**src/rtl/xlat_pkg.sv**
```systemverilog
package xlat_pkg;
   typedef enum logic [2:0] {
      ST_IDLE, ST_L1_REQ, ST_L1_WAIT, ST_L2_REQ, ST_L2_WAIT, ST_DONE
   } walk_st_e;

   typedef enum logic [1:0] {
      PG_4K = 2'd0, PG_16K = 2'd1, PG_64K = 2'd2, PG_4M = 2'd3
   } pg_size_e;

   typedef enum logic [1:0] {
      ACT_FAULT, ACT_NEXT, ACT_LEAF
   } ent_act_e;

   localparam int unsigned PRESENT_BIT = 2;
   // number of low zero bits in each mask
   localparam int unsigned LOW_TBL4K  = 12;
   localparam int unsigned LOW_TBL1K  = 10;
   localparam int unsigned LOW_SUPER  = 22;
   localparam int unsigned LOW_PG4K   = 12;
   localparam int unsigned LOW_PG16K  = 14;
   localparam int unsigned LOW_PG64K  = 16;
endpackage

```
**src/rtl/xlat_decode.sv**
```systemverilog
module xlat_decode
   import xlat_pkg::*;
#(
   parameter int unsigned LEVEL = 1,
   parameter int unsigned AW    = 32
) (
   input  logic [2:0]    entry_lo,
   output ent_act_e      act,
   output logic [AW-1:0] mask,
   output pg_size_e      size
);
   localparam logic [AW-1:0] ONES = {AW{1'b1}};

   logic       present;
   logic [1:0] kind;
   assign present = entry_lo[PRESENT_BIT];
   assign kind    = entry_lo[1:0];

   generate
      if (LEVEL == 1) begin : g_top
         always_comb begin
            act  = ACT_FAULT;
            mask = '0;
            size = PG_4K;
            if (present) begin
               unique case (kind)
                  2'd0: begin act = ACT_NEXT; mask = ONES << LOW_TBL4K; end
                  2'd1: begin act = ACT_NEXT; mask = ONES << LOW_TBL1K; end
                  2'd3: begin act = ACT_LEAF; mask = ONES << LOW_SUPER; size = PG_4M; end
                  default: act = ACT_FAULT;
               endcase
            end
         end
      end else if (LEVEL == 2) begin : g_leaf
         always_comb begin
            act  = ACT_FAULT;
            mask = '0;
            size = PG_4K;
            if (present) begin
               unique case (kind)
                  2'd0: begin act = ACT_LEAF; mask = ONES << LOW_PG4K;  size = PG_4K;  end
                  2'd1: begin act = ACT_LEAF; mask = ONES << LOW_PG16K; size = PG_16K; end
                  2'd2: begin act = ACT_LEAF; mask = ONES << LOW_PG64K; size = PG_64K; end
                  default: act = ACT_FAULT;
               endcase
            end
         end
      end else begin : g_bad_level
         $error("xlat_decode: LEVEL must be 1 or 2");
      end
   endgenerate
endmodule

```
**src/rtl/xlat_l2_index.sv**
```systemverilog
module xlat_l2_index #(
   parameter int unsigned AW       = 32,
   parameter int unsigned L1_IDX_W = 10
) (
   input  logic [AW-1:0] l1_entry,
   input  logic [AW-1:0] mask,
   input  logic [AW-1:0] va,
   output logic [AW-1:0] l2_addr
);
   logic [AW-1:0] idx;

   always_comb begin
      int   run;
      logic stop;
      run  = 0;
      stop = 1'b0;
      for (int i = AW - 1; i >= 0; i--) begin
         if (!stop && mask[i]) run = run + 1;
         else stop = 1'b1;
      end
      // drop the level-one index bits, then align by the table span
      idx     = (va << L1_IDX_W) >> (run + 2);
      l2_addr = (l1_entry & mask) + (idx << 2);
   end
endmodule

```
**src/rtl/xlat_merge.sv**
```systemverilog
module xlat_merge #(
   parameter int unsigned AW = 32
) (
   input  logic [AW-1:0] entry,
   input  logic [AW-1:0] va,
   input  logic [AW-1:0] mask,
   output logic [AW-1:0] pa
);
   assign pa = (entry & mask) | (va & ~mask);
endmodule

```
**src/rtl/xlat_walker.sv**
```systemverilog
module xlat_walker
   import xlat_pkg::*;
#(
   parameter int unsigned AW       = 32,
   parameter int unsigned L1_IDX_W = 10
) (
   input  logic          clk,
   input  logic          rst,
   input  logic          req_valid,
   output logic          req_ready,
   input  logic [AW-1:0] req_va,
   input  logic [AW-1:0] req_tbl_base,
   output logic          mem_req_valid,
   input  logic          mem_req_ready,
   output logic [AW-1:0] mem_req_addr,
   input  logic          mem_rsp_valid,
   input  logic [AW-1:0] mem_rsp_data,
   output logic          rsp_valid,
   input  logic          rsp_ready,
   output logic [AW-1:0] rsp_pa,
   output logic          rsp_fault,
   output logic [1:0]    rsp_fault_lvl,
   output logic [1:0]    rsp_size
);
   localparam int unsigned PAD_W = AW - L1_IDX_W - 2;

   generate
      if (AW != 32) begin : g_bad_aw
         $error("xlat_walker: AW must be 32");
      end
      if (L1_IDX_W + LOW_SUPER != AW) begin : g_bad_idx
         $error("xlat_walker: L1_IDX_W must cover the bits above the super page");
      end
   endgenerate

   walk_st_e      state;
   logic [AW-1:0] va_q, addr_q, pa_q;
   logic          fault_q;
   logic [1:0]    lvl_q, size_q;

   ent_act_e      d1_act, d2_act;
   logic [AW-1:0] d1_mask, d2_mask, sel_mask, merged_pa, l2_addr, l1_addr;
   pg_size_e      d1_size, d2_size;

   assign l1_addr = req_tbl_base + {{PAD_W{1'b0}}, req_va[AW-1 -: L1_IDX_W], 2'b00};

   xlat_decode #(.LEVEL(1), .AW(AW)) i_dec1 (
      .entry_lo(mem_rsp_data[2:0]), .act(d1_act), .mask(d1_mask), .size(d1_size)
   );
   xlat_decode #(.LEVEL(2), .AW(AW)) i_dec2 (
      .entry_lo(mem_rsp_data[2:0]), .act(d2_act), .mask(d2_mask), .size(d2_size)
   );
   xlat_l2_index #(.AW(AW), .L1_IDX_W(L1_IDX_W)) i_l2idx (
      .l1_entry(mem_rsp_data), .mask(d1_mask), .va(va_q), .l2_addr(l2_addr)
   );

   assign sel_mask = (state == ST_L2_WAIT) ? d2_mask : d1_mask;

   xlat_merge #(.AW(AW)) i_merge (
      .entry(mem_rsp_data), .va(va_q), .mask(sel_mask), .pa(merged_pa)
   );

   always_ff @(posedge clk) begin
      if (rst) begin
         state   <= ST_IDLE;
         va_q    <= '0;
         addr_q  <= '0;
         pa_q    <= '0;
         fault_q <= 1'b0;
         lvl_q   <= 2'd0;
         size_q  <= 2'd0;
      end else begin
         unique case (state)
            ST_IDLE: begin
               if (req_valid) begin
                  va_q   <= req_va;
                  addr_q <= l1_addr;
                  state  <= ST_L1_REQ;
               end
            end
            ST_L1_REQ: if (mem_req_ready) state <= ST_L1_WAIT;
            ST_L2_REQ: if (mem_req_ready) state <= ST_L2_WAIT;
            ST_L1_WAIT: begin
               if (mem_rsp_valid) begin
                  unique case (d1_act)
                     ACT_NEXT: begin
                        addr_q <= l2_addr;
                        state  <= ST_L2_REQ;
                     end
                     ACT_LEAF: begin
                        pa_q    <= merged_pa;
                        fault_q <= 1'b0;
                        lvl_q   <= 2'd0;
                        size_q  <= d1_size;
                        state   <= ST_DONE;
                     end
                     default: begin
                        pa_q    <= '0;
                        fault_q <= 1'b1;
                        lvl_q   <= 2'd1;
                        size_q  <= 2'd0;
                        state   <= ST_DONE;
                     end
                  endcase
               end
            end
            ST_L2_WAIT: begin
               if (mem_rsp_valid) begin
                  state <= ST_DONE;
                  if (d2_act == ACT_LEAF) begin
                     pa_q    <= merged_pa;
                     fault_q <= 1'b0;
                     lvl_q   <= 2'd0;
                     size_q  <= d2_size;
                  end else begin
                     pa_q    <= '0;
                     fault_q <= 1'b1;
                     lvl_q   <= 2'd2;
                     size_q  <= 2'd0;
                  end
               end
            end
            ST_DONE: if (rsp_ready) state <= ST_IDLE;
            default: state <= ST_IDLE;
         endcase
      end
   end

   assign req_ready     = (state == ST_IDLE);
   assign mem_req_valid = (state == ST_L1_REQ) || (state == ST_L2_REQ);
   assign mem_req_addr  = addr_q;
   assign rsp_valid     = (state == ST_DONE);
   assign rsp_pa        = pa_q;
   assign rsp_fault     = fault_q;
   assign rsp_fault_lvl = lvl_q;
   assign rsp_size      = size_q;
endmodule

```
**config.mk**
```make
export PLATFORM = sky130hd
export DESIGN_NAME = xlat_walker
export DESIGN_NICKNAME = d
export VERILOG_FILES = /design/src/rtl/xlat_pkg.sv /design/src/rtl/xlat_decode.sv /design/src/rtl/xlat_l2_index.sv /design/src/rtl/xlat_merge.sv /design/src/rtl/xlat_walker.sv
export SDC_FILE = /design/constraint.sdc
export NUM_CORES = 1
export LEC_CHECK = 0
export BUFFER_PORTS_ARGS = -buffer_cell sky130_fd_sc_hd__buf_2
export CORE_UTILIZATION = 55
export CTS_BUF_LIST = sky130_fd_sc_hd__clkbuf_16
export CTS_CLUSTER_DIAMETER = 120
export DETAILED_ROUTE_END_ITERATION = 6
export GPL_TIMING_DRIVEN = 0
export PLACE_DENSITY = 0.82
export SETUP_SLACK_MARGIN = 0.02
export SLEW_MARGIN = 20
export SYNTH_ARGS = -nofsm -noshare
export SYNTH_HDL_FRONTEND = slang
export SYNTH_SLANG_ARGS = --single-unit
```
**constraint.sdc**
```tcl
create_clock -name clk -period 16.5 [get_ports clk]
set_input_delay 1.65 -clock clk [delete_from_list [all_inputs] [get_ports clk]]
set_output_delay 1.65 -clock clk [all_outputs]
set_load 0.01 [all_outputs]
```
Yosys cells after proc, flatten, opt, wreduce, memory -nomap -nowiden
Index checks and enable logic that the tools add are counted.

Output and inout bits: 72. Register bits after elaboration: 104. Bits of input ports: 102.

Mux-type cells: 108. Bitwise operators: 5. Add/sub/neg operators: 34. Shifts and indexed selects: 1. Reductions and logical operators: 72. Equal/unequal tests: 19.

Operators by type and width (number): $mux 32 (40); $add 32x2->32 const B (31); $pmux 32 s2 (3); $pmux 32 s3 (2); $and 32x32->32 (3); $mux 1 (35); $add 32x12->32 (1); $add 32x3->32 const B (1); $add 32x32->32 (1); $not 32->32 (1); $or 32x32->32 (1); $shr 32x32->30 (1); $logic_and 1x1->1 (31); $logic_not 1->1 (30); $mux 2 (12); $pmux 2 s2 (6); $mux 3 (7); $pmux 3 s6 (1); $ne 2x2->1 const B (7); $eq 2x2->1 const B (4); $reduce_and 4->1 (2); $eq 3x2->1 const B (2); $eq 3x3->1 const B (2); $reduce_and 6->1 (1); other kinds (11) (14).

Longest topological paths before layout
Depth in word-level cells: 101. Depth in mapped cells: 24. Gate-level depth less buffers: 20.

Cells and area by module
From an unflattened synthesis, not the netlist that was laid out.

Cells, all modules: 1746. Area, all modules: 13442.9 um2.

By module, submodules not included: xlat_l2_index (area an instance 6956.7 um2, times used 1, cells each 979); xlat_walker (area an instance 5450.2 um2, times used 1, cells each 659); xlat_merge (area an instance 480.5 um2, times used 1, cells each 32); xlat_decode at i_dec2 (area an instance 280.3 um2, times used 1, cells each 37); xlat_decode at i_dec1 (area an instance 275.3 um2, times used 1, cells each 39).

Worst setup path after synthesis
No wires, ideal clock.

Kind: input port to flip-flop. Start point: input mem_rsp_data[1]. End point: register addr_q[26] (netlist: mem_req_addr[26]). Arrival: 6.271 ns. Setup time: 0.129 ns. Stages: 24. Path slack: 10.100 ns. Path buffers: 4. Cell sequence: buf_6 -> nand2b_4 -> buf_6 -> clkbuf_1 -> nor2_1 -> ha_1 -> o211ai_4 -> clkinv_1 -> ha_1 -> clkinv_1 -> clkbuf_1 -> nand3_1 -> o211ai_1 -> o211ai_1 -> o21ai_0 -> ha_1 -> fa_1 -> a211oi_1 -> o21ai_0 -> a31oi_1 -> o221a_2 -> xnor2_1 -> a22oi_1 -> o21ai_0.

Word-level cells in the longest chain between the ends: 101. Elaborated cells on any way between the ends: 173.

Ends and longest elaborated chain: start, declared (RTL line xlat_walker.sv:17) `input logic [AW-1:0] mem_rsp_data,`; branches (longest 101 deep; another with $add 32x2->32); end signal, assigned (RTL line xlat_walker.sv:77) `addr_q <= l1_addr;`; end signal, assigned (RTL line xlat_walker.sv:87) `addr_q <= l2_addr;`; end, declared (RTL line xlat_walker.sv:37) `logic [AW-1:0] va_q, addr_q, pa_q;`.

Parallel ways; which one is timed is not known. The select of a mux whose other input is x is not followed. A chain may end at the register's enable or synchronous reset.

Final worst setup path
Same ends and word-level chain as after synthesis.

==> impl_metrics.toml <==
[setup_path]
cpPeakStageDelay_ns = 0.53
crit_path_frequent_cell = "clkbuf_1"
startpoint_type = "input port"
critPathSlowestCell = "fa_1"
path_cells = "buf_6 > nand2b_4 > buf_6 > clkbuf_1 > nor2_1 > ha_1 > o211ai_4 > clkinv_1 > ha_1 > clkbuf_1 > clkbuf_1 > a31oi_1 > a21oi_1 > a21oi_1 > fa_1 > a211oi_1 > o21ai_0 > a31oi_1 > o221a_2 > xnor2_1 > a22oi_1 > o21ai_0"
reg2reg_depth = 13
critPathKind = "input port to flop"
arrival_ns = 7.60
path_max_fanout = 10
cp-end-kind = "flop"
worstPathRequired_ns = 16.74

[placement]
port_buffers = 164
place.gp.congestion = 1.00
post-dp-hpwl_um = 18700

[global_route]
overflow = 0
grt_util_all_layers_pct = 35.7
grt_max_degree = 19
antenna_found_initial = 0
grt_pass1_wl_um = 36100
grt_pass1_vias = 6944

[sta]
period_share_pct = 44.6
hold_violations = 0
maxSlewViolCount = 0
setup_tns_ns = 0
worstMarginPinSlew_ns = 0.883
fmaxAchievable_mhz = 136
period_needed_ns = 7.36
setup_violations = 0
rsz0062_at_grt = "no"
finalClockSkew_ns = 0.00811
slew_headroom_pct = 41.1

[clock_tree]
cts_hold_buf = 0
ctsResizeCount = 0
cts_setup_buffers = 0
numCtsBuffers = 9
cts-htree-levels = 3
clkLatencyLatePin_ns = 0.37
clkTransAtPathRegs_ns = 0.07
cts_tree = "yes"
root_buffer = "clkbuf_16"
clk_path_buf_depth = 2
clkSinkCount = 104

[die]
rows = 41
die_w_um = 116
die_y_um = 116
initial_utilization_pct = 56.8
dieArea_um2 = 13500
io_pins = 174
core-area_um2 = 12700

[drt]
dr.pass1.iters = 7
drc = 0
routedWlPerCell_um = 18.7
drtIter0Drc = 560
vias = 7578
wl_um = 23800
via_per_inst = 5.95
ant_nets = 0

[flow_run]
maxCapViolCount = 0

[status]
status = "finished, final reports clean"

[power]
p_leak_uw = 0.00384
total_power_uw = 696
vdd_drop_max_v = 0.0000680
power_density_nw_per_um2 = 81.8

[logic_synthesis]
ys.flop_type = "dfxtp_1"
yosys-top-cells-area = "dfxtp_1 (29%), nand2_1 (6.8%), a21oi_1 (6.6%)"
synth_commonest_cells = "nand2_1 (131), dfxtp_1 (104), nor2_1 (103)"
syn_area_um2 = 7200
post_synth_num_cell_types = 74
synth_fp_nets = 1058
ys_seq_area_share_pct = 28.9
yosys.area.top_type_share_pct = 28.9
ys_ff_latch = 104
synth_edf_count = 0
syn_inst = 921
synth_top_area_cell = "dfxtp_1"
postSynthAreaPerCell_um2 = 7.82
yosysMostFrequentCell = "nand2_1"
async_reset_ff_share_pct = 0
synth_warnings = 0

[final_layout]
final_layout_size_suffix_gt1_share_pct = 21.5
synthToLayoutAreaGrowth_pct = 18.3
num_antenna_cells = 0
nets = 1233

[hold_path]
hold_path_class = "flop to flop"
hold_depth = 2
report_power, final:
part / internal, uW / switching [uW] / leakage [uW] / total, uW
combinational: 78.2 / 127 / 0.00286 / 205
clock: 104 / 108 / 0.000135 / 212
sequential: 267 / 11.9 / 0.000849 / 279
total: 449 / 247 / 0.00384 / 696
per-layer routing:
| layer | track usage, % | share of wire (%) |
|---|---|---|
| met1 | 44.4 | 42 |
| met2 | 56.4 | 45 |
| met3 | 7.63 | 6.7 |
| met4 | 21.8 | 5.8 |
| met5 | 0 | 0 |
placed cells by master (no fill, tap or decap), types with 12 or more instances in the layout:
cell type	n
a211oi_1	12
a21oi_1	95
a22oi_1	23
a31oi_1	14
and2_1	22
and3_1	17
buf_2	175
clkbuf_1	37
dfxtp_1	104
ha_1	33
inv_1	14
mux2i_1	37
nand2_1	131
nand3_1	22
nor2_1	103
o21ai_0	40
xnor2_1	27
xor2_1	14
flip-flops by register name, summed over array words and instances (netlist names):
register	flops
mem_req_addr	32
rsp_pa	32
va_q	32
state	3
rsp_fault_lvl	2
rsp_size	2
rsp_fault	1
worst max-delay path, delay by kind of cell:
family	cells	cell delay, ns
buffers and inverters	6	1.90
and+or+nand+nor	2	0.21
xor gates and xnor gates	1	0.08
AOI/OAI and AO/OA	10	2.43
adders and majority gates	3	1.31
layout make-up:
class,instances,area (um2)
multi-input cells,740,4740
fillers,1166,4160
flip-flops and latches,104,2080
repair buffers,164,821
plain buffers,62,315
clock buffers,9,225
well taps,172,215
clock inverters,7,56.3
inverters,15,56.3
cell families after synthesis:
| family | after synthesis | synth area share, % |
|---|---|---|
| adders and majority gates | 35 | 6.29 |
| buffers and inverters | 77 | 5.16 |
| and+or+nand+nor | 349 | 22.4 |
| muxes | 54 | 8.43 |
| xor gates and xnor gates | 43 | 5.44 |
| AOI/OAI and AO/OA | 259 | 23.4 |
| DFF | 104 | 28.9 |
worst paths after layout:
check | startpoint | end | slack (ns)
worst max-delay path | mem_rsp_data[1] | mem_req_addr[26] | 9.14
worst min-delay path | mem_req_addr[1] | mem_req_addr[1] | 0.45
worst max register to register | va_q[20] | mem_req_addr[26] | 12.97
worst min register to register | mem_req_addr[1] | mem_req_addr[1] | 0.45
stage by stage:
step	std cells	util, %	setup slack (ns)	instance area, um2	hold slack (ns)
2_1_floorplan	921	-	10.10	7200	0.432
3_3_place_gp	1257	65.0	8.74	8230	0.440
3_5_place_dp	1257	65.0	8.86	8230	0.444
4_1_cts	1273	67.2	9.26	8520	0.454
5_1_grt	1273	67.2	8.76	8520	0.477
6_report	1273	67.2	9.14	8520	0.454
No activity file was read; power rests on OpenSTA's default activity.
